==> src/rtl/chr_pkg.sv <==
package chr_pkg;

    typedef enum logic [1:0] {
        ST_IDLE,
        ST_BOOT_FILL,
        ST_CLR_FILL,
        ST_HOLD
    } eng_state_t;

    typedef enum logic [3:0] {
        OP_NOP,
        OP_CLEAR,
        OP_HOME,
        OP_ENTRY,
        OP_DISP,
        OP_SHIFT,
        OP_FUNC,
        OP_CGA,
        OP_DDA
    } op_t;

    localparam logic [7:0] BLANK_CODE = 8'h20;

    // Map a 7-bit display address onto a linear RAM slot.
    function automatic logic [6:0] dd_slot(input logic [6:0] a,
                                           input logic two,
                                           input logic [6:0] line_len);
        if (!two)
            return a;
        else if (a[6])
            return line_len + {1'b0, a[5:0]};
        else
            return {1'b0, a[5:0]};
    endfunction

endpackage

==> src/rtl/chr_op_decode.sv <==
module chr_op_decode
    import chr_pkg::*;
(
    input  logic [7:0] code,
    output op_t        op
);
    always_comb begin
        if (code[7])      op = OP_DDA;
        else if (code[6]) op = OP_CGA;
        else if (code[5]) op = OP_FUNC;
        else if (code[4]) op = OP_SHIFT;
        else if (code[3]) op = OP_DISP;
        else if (code[2]) op = OP_ENTRY;
        else if (code[1]) op = OP_HOME;
        else if (code[0]) op = OP_CLEAR;
        else              op = OP_NOP;
    end
endmodule

==> src/rtl/chr_ac_step.sv <==
module chr_ac_step #(
    parameter int LINE_LEN = 40,
    parameter int DD_DEPTH = 80,
    parameter int CG_DEPTH = 64
) (
    input  logic [6:0] ac,
    input  logic       up,
    input  logic       two_line,
    input  logic       in_cg,
    output logic [6:0] ac_nxt
);
    localparam logic [6:0] CG_LAST  = 7'(CG_DEPTH - 1);
    localparam logic [6:0] DD_LAST  = 7'(DD_DEPTH - 1);
    localparam logic [6:0] L1_LAST  = 7'(LINE_LEN - 1);
    localparam logic [6:0] L2_FIRST = 7'h40;
    localparam logic [6:0] L2_LAST  = 7'(64 + LINE_LEN - 1);

    always_comb begin
        if (in_cg) begin
            if (up) ac_nxt = (ac >= CG_LAST) ? 7'd0 : ac + 7'd1;
            else    ac_nxt = (ac == 7'd0) ? CG_LAST : ac - 7'd1;
        end else if (two_line) begin
            if (up) begin
                if (ac == L1_LAST)      ac_nxt = L2_FIRST;
                else if (ac >= L2_LAST) ac_nxt = 7'd0;
                else                    ac_nxt = ac + 7'd1;
            end else begin
                if (ac == L2_FIRST)     ac_nxt = L1_LAST;
                else if (ac == 7'd0)    ac_nxt = L2_LAST;
                else                    ac_nxt = ac - 7'd1;
            end
        end else begin
            if (up) ac_nxt = (ac >= DD_LAST) ? 7'd0 : ac + 7'd1;
            else    ac_nxt = (ac == 7'd0) ? DD_LAST : ac - 7'd1;
        end
    end
endmodule

==> src/rtl/chr_ofs_step.sv <==
module chr_ofs_step #(
    parameter int LINE_LEN = 40,
    parameter int DD_DEPTH = 80
) (
    input  logic [6:0] ofs,
    input  logic       left,
    input  logic       two_line,
    output logic [6:0] ofs_nxt
);
    logic [6:0] lim_last;

    always_comb begin
        lim_last = two_line ? 7'(LINE_LEN - 1) : 7'(DD_DEPTH - 1);
        if (left)
            ofs_nxt = (ofs >= lim_last) ? 7'd0 : ofs + 7'd1;
        else
            ofs_nxt = (ofs == 7'd0 || ofs > lim_last) ? lim_last : ofs - 7'd1;
    end
endmodule

==> src/rtl/chr_byte_ram.sv <==
module chr_byte_ram #(
    parameter int DEPTH = 80,
    parameter int AW    = 7
) (
    input  logic          clk,
    input  logic          we,
    input  logic [AW-1:0] wa,
    input  logic [7:0]    wd,
    input  logic [AW-1:0] ra,
    output logic [7:0]    rd
);
    logic [7:0] mem [DEPTH];

    always_ff @(posedge clk) begin
        if (we && (32'(wa) < DEPTH))
            mem[wa] <= wd;
    end

    assign rd = (32'(ra) < DEPTH) ? mem[ra] : 8'h00;
endmodule

==> src/rtl/chr_cmd_engine.sv <==
module chr_cmd_engine
    import chr_pkg::*;
#(
    parameter int DD_DEPTH = 80,
    parameter int CG_DEPTH = 64,
    parameter int LINE_LEN = 40,
    parameter int T_SHORT  = 4,
    parameter int T_LONG   = 16,
    parameter int T_INIT   = 40
) (
    input  logic       clk,
    input  logic       rst_n,
    input  logic       bus_valid,
    input  logic       bus_rs,
    input  logic       bus_rd,
    input  logic [7:0] bus_wdata,
    output logic [7:0] rd_data,
    output logic       disp_on,
    output logic       cursor_on,
    output logic       blink_on,
    output logic       two_line,
    output logic       tall_font,
    output logic       wide_bus,
    output logic [6:0] shift_ofs
);
    localparam int TMAX_A = (T_INIT > T_LONG) ? T_INIT : T_LONG;
    localparam int TMAX   = (TMAX_A > T_SHORT) ? TMAX_A : T_SHORT;
    localparam int CNT_W  = $clog2(TMAX + 1);
    localparam int CG_AW  = $clog2(CG_DEPTH);
    localparam logic [6:0] DD_LAST = 7'(DD_DEPTH - 1);
    localparam logic [6:0] LLEN    = 7'(LINE_LEN);

    eng_state_t       state, state_n;
    logic [CNT_W-1:0] cnt, cnt_n;
    logic [6:0]       fill_idx;
    logic [6:0]       ac, ac_n, ac_step;
    logic             sel_cg, sel_n;
    logic [6:0]       ofs, ofs_n, ofs_step;
    logic [7:0]       rbuf;
    logic             inc_mode, shift_wr;
    logic             pf_load;
    logic             eng_busy;
    logic             accept, is_stat, is_shift_ins;
    logic             step_up, ofs_left;
    op_t              op;

    logic             dd_we, cg_we;
    logic [6:0]       dd_wa, dd_ra;
    logic [7:0]       dd_wd, dd_rd, cg_rd;
    logic [CG_AW-1:0] cg_wa, cg_ra;

    assign eng_busy     = (state != ST_IDLE);
    assign is_stat      = bus_valid && !bus_rs && bus_rd;
    assign accept       = (state == ST_IDLE) && bus_valid && !is_stat;
    assign is_shift_ins = accept && !bus_rs && (op == OP_SHIFT);
    assign step_up      = is_shift_ins ? bus_wdata[2] : inc_mode;
    assign ofs_left     = is_shift_ins ? !bus_wdata[2] : inc_mode;

    chr_op_decode u_dec (.code(bus_wdata), .op(op));

    chr_ac_step #(.LINE_LEN(LINE_LEN), .DD_DEPTH(DD_DEPTH), .CG_DEPTH(CG_DEPTH)) u_acs (
        .ac(ac), .up(step_up), .two_line(two_line), .in_cg(sel_cg), .ac_nxt(ac_step)
    );

    chr_ofs_step #(.LINE_LEN(LINE_LEN), .DD_DEPTH(DD_DEPTH)) u_ofs (
        .ofs(ofs), .left(ofs_left), .two_line(two_line), .ofs_nxt(ofs_step)
    );

    chr_byte_ram #(.DEPTH(DD_DEPTH), .AW(7)) u_dd (
        .clk(clk), .we(dd_we), .wa(dd_wa), .wd(dd_wd), .ra(dd_ra), .rd(dd_rd)
    );

    chr_byte_ram #(.DEPTH(CG_DEPTH), .AW(CG_AW)) u_cg (
        .clk(clk), .we(cg_we), .wa(cg_wa), .wd(bus_wdata), .ra(cg_ra), .rd(cg_rd)
    );

    assign dd_ra = dd_slot(ac_n, two_line, LLEN);
    assign cg_ra = ac_n[CG_AW-1:0];
    assign cg_wa = ac[CG_AW-1:0];

    // State register
    always_ff @(posedge clk or negedge rst_n) begin
        if (!rst_n) state <= ST_BOOT_FILL;
        else        state <= state_n;
    end

    // Next state and per-cycle control
    always_comb begin
        state_n = state;
        cnt_n   = cnt;
        ac_n    = ac;
        sel_n   = sel_cg;
        ofs_n   = ofs;
        pf_load = 1'b0;
        dd_we   = 1'b0;
        dd_wa   = dd_slot(ac, two_line, LLEN);
        dd_wd   = bus_wdata;
        cg_we   = 1'b0;
        unique case (state)
            ST_BOOT_FILL, ST_CLR_FILL: begin
                dd_we = 1'b1;
                dd_wa = fill_idx;
                dd_wd = BLANK_CODE;
                if (fill_idx == DD_LAST) begin
                    state_n = ST_HOLD;
                    cnt_n   = (state == ST_BOOT_FILL) ? CNT_W'(T_INIT - 1)
                                                      : CNT_W'(T_LONG - 1);
                end
            end
            ST_HOLD: begin
                if (cnt == '0) state_n = ST_IDLE;
                else           cnt_n   = cnt - 1'b1;
            end
            ST_IDLE: begin
                if (accept) begin
                    state_n = ST_HOLD;
                    cnt_n   = CNT_W'(T_SHORT - 1);
                    if (bus_rs) begin
                        ac_n = ac_step;
                        if (bus_rd) begin
                            pf_load = 1'b1;
                        end else begin
                            dd_we = !sel_cg;
                            cg_we = sel_cg;
                            if (shift_wr) ofs_n = ofs_step;
                        end
                    end else begin
                        case (op)
                            OP_CLEAR: begin
                                state_n = ST_CLR_FILL;
                                ac_n    = 7'd0;
                                sel_n   = 1'b0;
                                ofs_n   = 7'd0;
                            end
                            OP_HOME: begin
                                cnt_n = CNT_W'(T_LONG - 1);
                                ac_n  = 7'd0;
                                sel_n = 1'b0;
                                ofs_n = 7'd0;
                            end
                            OP_SHIFT: begin
                                if (bus_wdata[3]) ofs_n = ofs_step;
                                else              ac_n  = ac_step;
                            end
                            OP_FUNC: ofs_n = 7'd0;
                            OP_CGA: begin
                                ac_n    = {1'b0, bus_wdata[5:0]};
                                sel_n   = 1'b1;
                                pf_load = 1'b1;
                            end
                            OP_DDA: begin
                                ac_n    = bus_wdata[6:0];
                                sel_n   = 1'b0;
                                pf_load = 1'b1;
                            end
                            OP_NOP: begin
                                state_n = ST_IDLE;
                                cnt_n   = cnt;
                            end
                            default: ;
                        endcase
                    end
                end
            end
        endcase
    end

    // Datapath and outputs
    always_ff @(posedge clk or negedge rst_n) begin
        if (!rst_n) begin
            cnt       <= '0;
            fill_idx  <= 7'd0;
            ac        <= 7'd0;
            sel_cg    <= 1'b0;
            ofs       <= 7'd0;
            rbuf      <= BLANK_CODE;
            rd_data   <= 8'h00;
            inc_mode  <= 1'b1;
            shift_wr  <= 1'b0;
            disp_on   <= 1'b0;
            cursor_on <= 1'b0;
            blink_on  <= 1'b0;
            two_line  <= 1'b0;
            tall_font <= 1'b0;
            wide_bus  <= 1'b1;
        end else begin
            cnt    <= cnt_n;
            ac     <= ac_n;
            sel_cg <= sel_n;
            ofs    <= ofs_n;
            if ((state == ST_BOOT_FILL || state == ST_CLR_FILL) && fill_idx != DD_LAST)
                fill_idx <= fill_idx + 7'd1;
            else
                fill_idx <= 7'd0;
            if (pf_load)
                rbuf <= sel_n ? cg_rd : dd_rd;
            if (is_stat)
                rd_data <= {eng_busy, ac};
            else if (accept && bus_rs && bus_rd)
                rd_data <= rbuf;
            if (accept && !bus_rs) begin
                case (op)
                    OP_ENTRY: begin
                        inc_mode <= bus_wdata[1];
                        shift_wr <= bus_wdata[0];
                    end
                    OP_DISP: begin
                        disp_on   <= bus_wdata[2];
                        cursor_on <= bus_wdata[1];
                        blink_on  <= bus_wdata[0];
                    end
                    OP_FUNC: begin
                        wide_bus  <= bus_wdata[4];
                        two_line  <= bus_wdata[3];
                        tall_font <= bus_wdata[2];
                    end
                    default: ;
                endcase
            end
        end
    end

    assign shift_ofs = ofs;
endmodule

==> config.mk <==
export PLATFORM = sky130hd
export DESIGN_NAME = chr_cmd_engine
export DESIGN_NICKNAME = d
export VERILOG_FILES = /design/src/rtl/chr_pkg.sv /design/src/rtl/chr_op_decode.sv /design/src/rtl/chr_ac_step.sv /design/src/rtl/chr_ofs_step.sv /design/src/rtl/chr_byte_ram.sv /design/src/rtl/chr_cmd_engine.sv
export SDC_FILE = /design/constraint.sdc
export NUM_CORES = 2
export LEC_CHECK = 0
export BUFFER_PORTS_ARGS = -buffer_cell sky130_fd_sc_hd__buf_2
export CAP_MARGIN = 10
export CORE_MARGIN = 8
export CORE_UTILIZATION = 40
export CTS_BUF_LIST = sky130_fd_sc_hd__clkbuf_4 sky130_fd_sc_hd__clkbuf_8
export CTS_CLUSTER_SIZE = 25
export DETAILED_ROUTE_END_ITERATION = 16
export PLACE_DENSITY_LB_ADDON = 0.3
export SLEW_MARGIN = 30
export SYNTH_ARGS = -nofsm -noshare
export SYNTH_HDL_FRONTEND = slang
export SYNTH_SLANG_ARGS = --single-unit
==> constraint.sdc <==
create_clock -name clk -period 4 [get_ports clk]
set_input_delay 0 -clock clk [delete_from_list [all_inputs] [get_ports clk]]
set_output_delay 0 -clock clk [all_outputs]
set_load 0.005 [all_outputs]
==> implementation parameters <==
Parameter                              Value

Die
  Number of top-level pins ... 34
  Die ar. ... 140,000 sq um
  Initial core utilization ... 40.2%
  Number of core rows ... 131
  Total core area ... 127,000 sq um
  Horiz. Die Dim ... 374 microns
  Die Ht ... 374 microns

Pwr
  Maximum vdd drop ... 0.573 mV
  Total power per unit cell area ... 746 nW/um^2
  Leakage power summed over all cells ... 22.9 nW

STA
  Max-slew headroom at the worst pin ... 28.2%
  Post-layout min period ... 4.09 ns
  Maximum clock frequency ... 244 MHz
  Final Max Slew Viols ... 0
  Hold Vio Cnt, Final ... 0
  Post-route setup slack ... -0.0901 ns
  Worst Tran Pin Value ... 1.07 ns
  Total Neg Setup Slack ... -0.244 ns
  Unrepaired setup endpoints after global routing ... yes
  Number of setup violations in the final report ... 6
  Worst hold margin ... 0.0387 ns
  Post-route clock period utilization ... 102%
  Setup Skew ... 0.0308 ns

Worst setup path
  Max Fanout on Critical Path ... 7
  Startpoint class of the critical path ... flip-flop
  WP data required ... 4.82 ns
  Data arrival, critical path ... 4.91 ns
  Crit. End Element ... flip-flop
  Startpoint-to-endpoint class of the critical path ... reg -> reg

Synth
  Count of mapped cells out of synthesis ... 3,865
  Syn_area_per_cell ... 13.3 sq um
  Share of flip-flops with an asynchronous set or reset ... 4.48%
  Count of different cell masters after synthesis ... 97
  Number of synthesized flops with an enable pin ... 1,152
  Net count after synthesis ... 3,896
  Total number of yosys warnings ... 0
  FF+latch count, synth ... 1,206
  Sequential fraction of the synthesis area ... 70.2%
  Post-synth design cell area ... 51,200 sq um
  Post-synthesis cell type with the largest combined area ... edfxtp_1
  Most used flip-flop cell after synthesis ... edfxtp_1
  Top cells by area, synth ... edfxtp_1 (68%), nand2_1 (6.3%), mux2i_1 (5.1%), nand3_1 (2.9%), dfrtp_1 (2.4%)
  Area fraction of the dominant cell type after synthesis ... 67.5%

Status
  Violated checks ... setup timing
  Status ... finished with violations

CTS
  CTS buffer count ... 186
  CTS tree ... done
  Clock Latency Late Sink ... 0.89 ns
  Count of clock tree sinks ... 1,206
  Number of levels in the clock H-tree ... 4
  Maximum root-to-sink buffer count ... 3
  Buffer type at the clock tree root ... clkbuf_8
  Clock-pin slew of the registers on the worst-case setup and hold paths ... 0.06 ns

Final layout
  Relative area change from synthesis to final layout ... 22.0%
  Layout cells sized above 1 ... 23.9%
  Most frequent cells in the layout ... edfxtp_1 (1,152), nand2_1 (857), buf_4 (455), nand3_1 (290), nor2_1 (254)
  Commonest non-fill, non-tap cell in the layout ... edfxtp_1
  Core utilization of the finished layout ... 49.1%
  Final nets ... 4,467

Drt
  Wire length after detailed routing ... 150 mm
  First-iteration detailed-routing DRC count ... 3,509
  DR vias/cell ... 5.54
  Vias ... 34,600
  Wire length per cell after detailed routing ... 24.0 microns
  DR pass1 iterations ... 6
  Number of routed nets with antenna violations ... 0
  Residual DRC count ... 0

Global route
  All-Layer GR Usage ... 20.6%
  Initial antenna violation count ... 2
  Vias in the first global route ... 33,500
  Wire length of the first global-routing pass ... 219 mm
  Total grt overflow ... 0
  Largest net degree at the start of global routing ... 81

Placed design
  Number of port buffers ... 33
  Final Wtd Congestion ... 0.891
  Post-detail-place hpwl ... 95.3 mm

Run
  Count of maximum capacitance violations ... 0

Hold path
  Class of the tightest hold or removal check ... in -> reg
-- path summary, 6_finish.rpt --
| kind | from | slack, ns | to | depth (start not counted) |
|---|---|---|---|---|
| worst max-delay path | ac[2] | -0.09 | rbuf[5] | 16 |
| worst min-delay path | bus_wdata[0] | 0.04 | u_cg.mem[6][0] | 3 |
| worst max register to register | ac[2] | -0.09 | rbuf[5] | 16 |
| worst min register to register | tall_font | 0.48 | tall_font | 2 |
| max in group asynchronous | rst_n | 3.27 | ac[2] | 4 |
| min in group asynchronous | rst_n | 0.24 | shift_ofs[3] | 4 |
-- logic make-up (layout without fill, tap and decap cells) --
family	after synthesis	after routing	share of synthesized area [%]
buf+inv	263	969	2.44
xor+xnor	18	18	0.322
fa+ha+maj	18	18	0.440
other cells	0	1	0
flops	1206	1206	70.2
compound gates	456	456	6.32
simple gates	1599	1599	13.5
mux	305	306	6.85
-- power breakdown --
| group | switching, W | internal, W | total (W) |
|---|---|---|---|
| clock | 0.00471 | 0.00520 | 0.00991 |
| combinational | 0.0126 | 0.00852 | 0.0211 |
| sequential | 0.000304 | 0.0153 | 0.0156 |
| total | 0.0176 | 0.0290 | 0.0467 |
-- state kept, by name, indices dropped and copies added, names as in the netlist, 6 cells and up --
signal	flops
u_dd.mem	640
u_cg.mem	512
rbuf	8
rd_data	8
ac	7
fill_idx	7
shift_ofs	7
cnt	6
-- through the flow --
step | total power (W) | instances | area (sq um) | worst slack (ns)
global placement | 0.0342 | 5834 | 56900 | -0.508
global route | 0.0486 | 6235 | 62500 | -0.216
floorplan | 0.0260 | 3865 | 51300 | -0.122
CTS | 0.0460 | 6217 | 62000 | -0.0142
finish | 0.0467 | 6235 | 62500 | -0.0901
detailed placement | 0.0344 | 5834 | 56900 | -0.430
-- repair_timing --
item                       4_1_cts  5_1_grt
hold buffers                    16        0
setup endpoints to repair        8        8
hold endpoints to repair       378        0
buffers inserted                33       14
gates cloned                    13        3
resized for setup              140       73
pin swaps                       45       23
-- layer usage --
layer | up-vias | share of wire (%) | GRT usage (%)
li1 | 15600 | - | -
met5 | - | 0 | 0
met4 | 0 | 2.9 | 6.95
met1 | 17300 | 42 | 28.3
met2 | 1458 | 47 | 32.6
met3 | 270 | 8.0 | 4.18
-- area by class of cell --
type | instances | area, sq um
multi-input combinational | 2397 | 14900
sequential | 1206 | 36000
timing repair inverter | 1 | 8.76
fill | 11000 | 64800
inverter | 31 | 144
antenna | 1 | 2.50
clock inverter | 58 | 324
tap | 1662 | 2080
clock buffer | 266 | 3200
timing repair buffer | 613 | 5870
-- critical path, cell delays in order, from the launching register on --
cell      delay (ns)
dfrtp_2         0.46
buf_12          0.15
o31a_1          0.31
a211oi_2        0.21
buf_4           0.16
a311oi_2        0.05
o22a_1          0.22
and3_4          0.19
o32ai_4         0.29
inv_2           0.12
ha_4            0.28
mux2_4          0.36
a311oi_2        0.24
a31oi_1         0.10
mux4_2          0.48
a221o_1         0.33
o211ai_2        0.06
-- Yosys cell counts, types with 6 or more instances --
cell type  instances
a211oi_1           7
a21o_1             7
a21oi_1          105
a22o_1             6
a311o_1           10
a311oi_1          21
a31oi_1           26
a32oi_1           15
and2_1             9
and3_1            72
buf_1             25
buf_2            128
buf_4             17
clkbuf_1          57
dfrtp_1           50
edfxtp_1        1152
ha_1              18
inv_1             25
mux2_2            10
mux2i_1          259
mux4_2            35
nand2_1          858
nand2b_1           9
nand3_1          297
nand4_1           10
nor2_1           259
nor2b_1           16
nor3_1            22
nor4_1             8
o2111ai_1         13
o211ai_1          71
o21a_1             9
o21ai_0           68
o22ai_1           10
o311ai_0          12
o311ai_1           6
o31ai_1            6
or3_1              6
xnor2_1           11
xor2_1             6
Note: power is estimated with default switching activity, not from simulation.
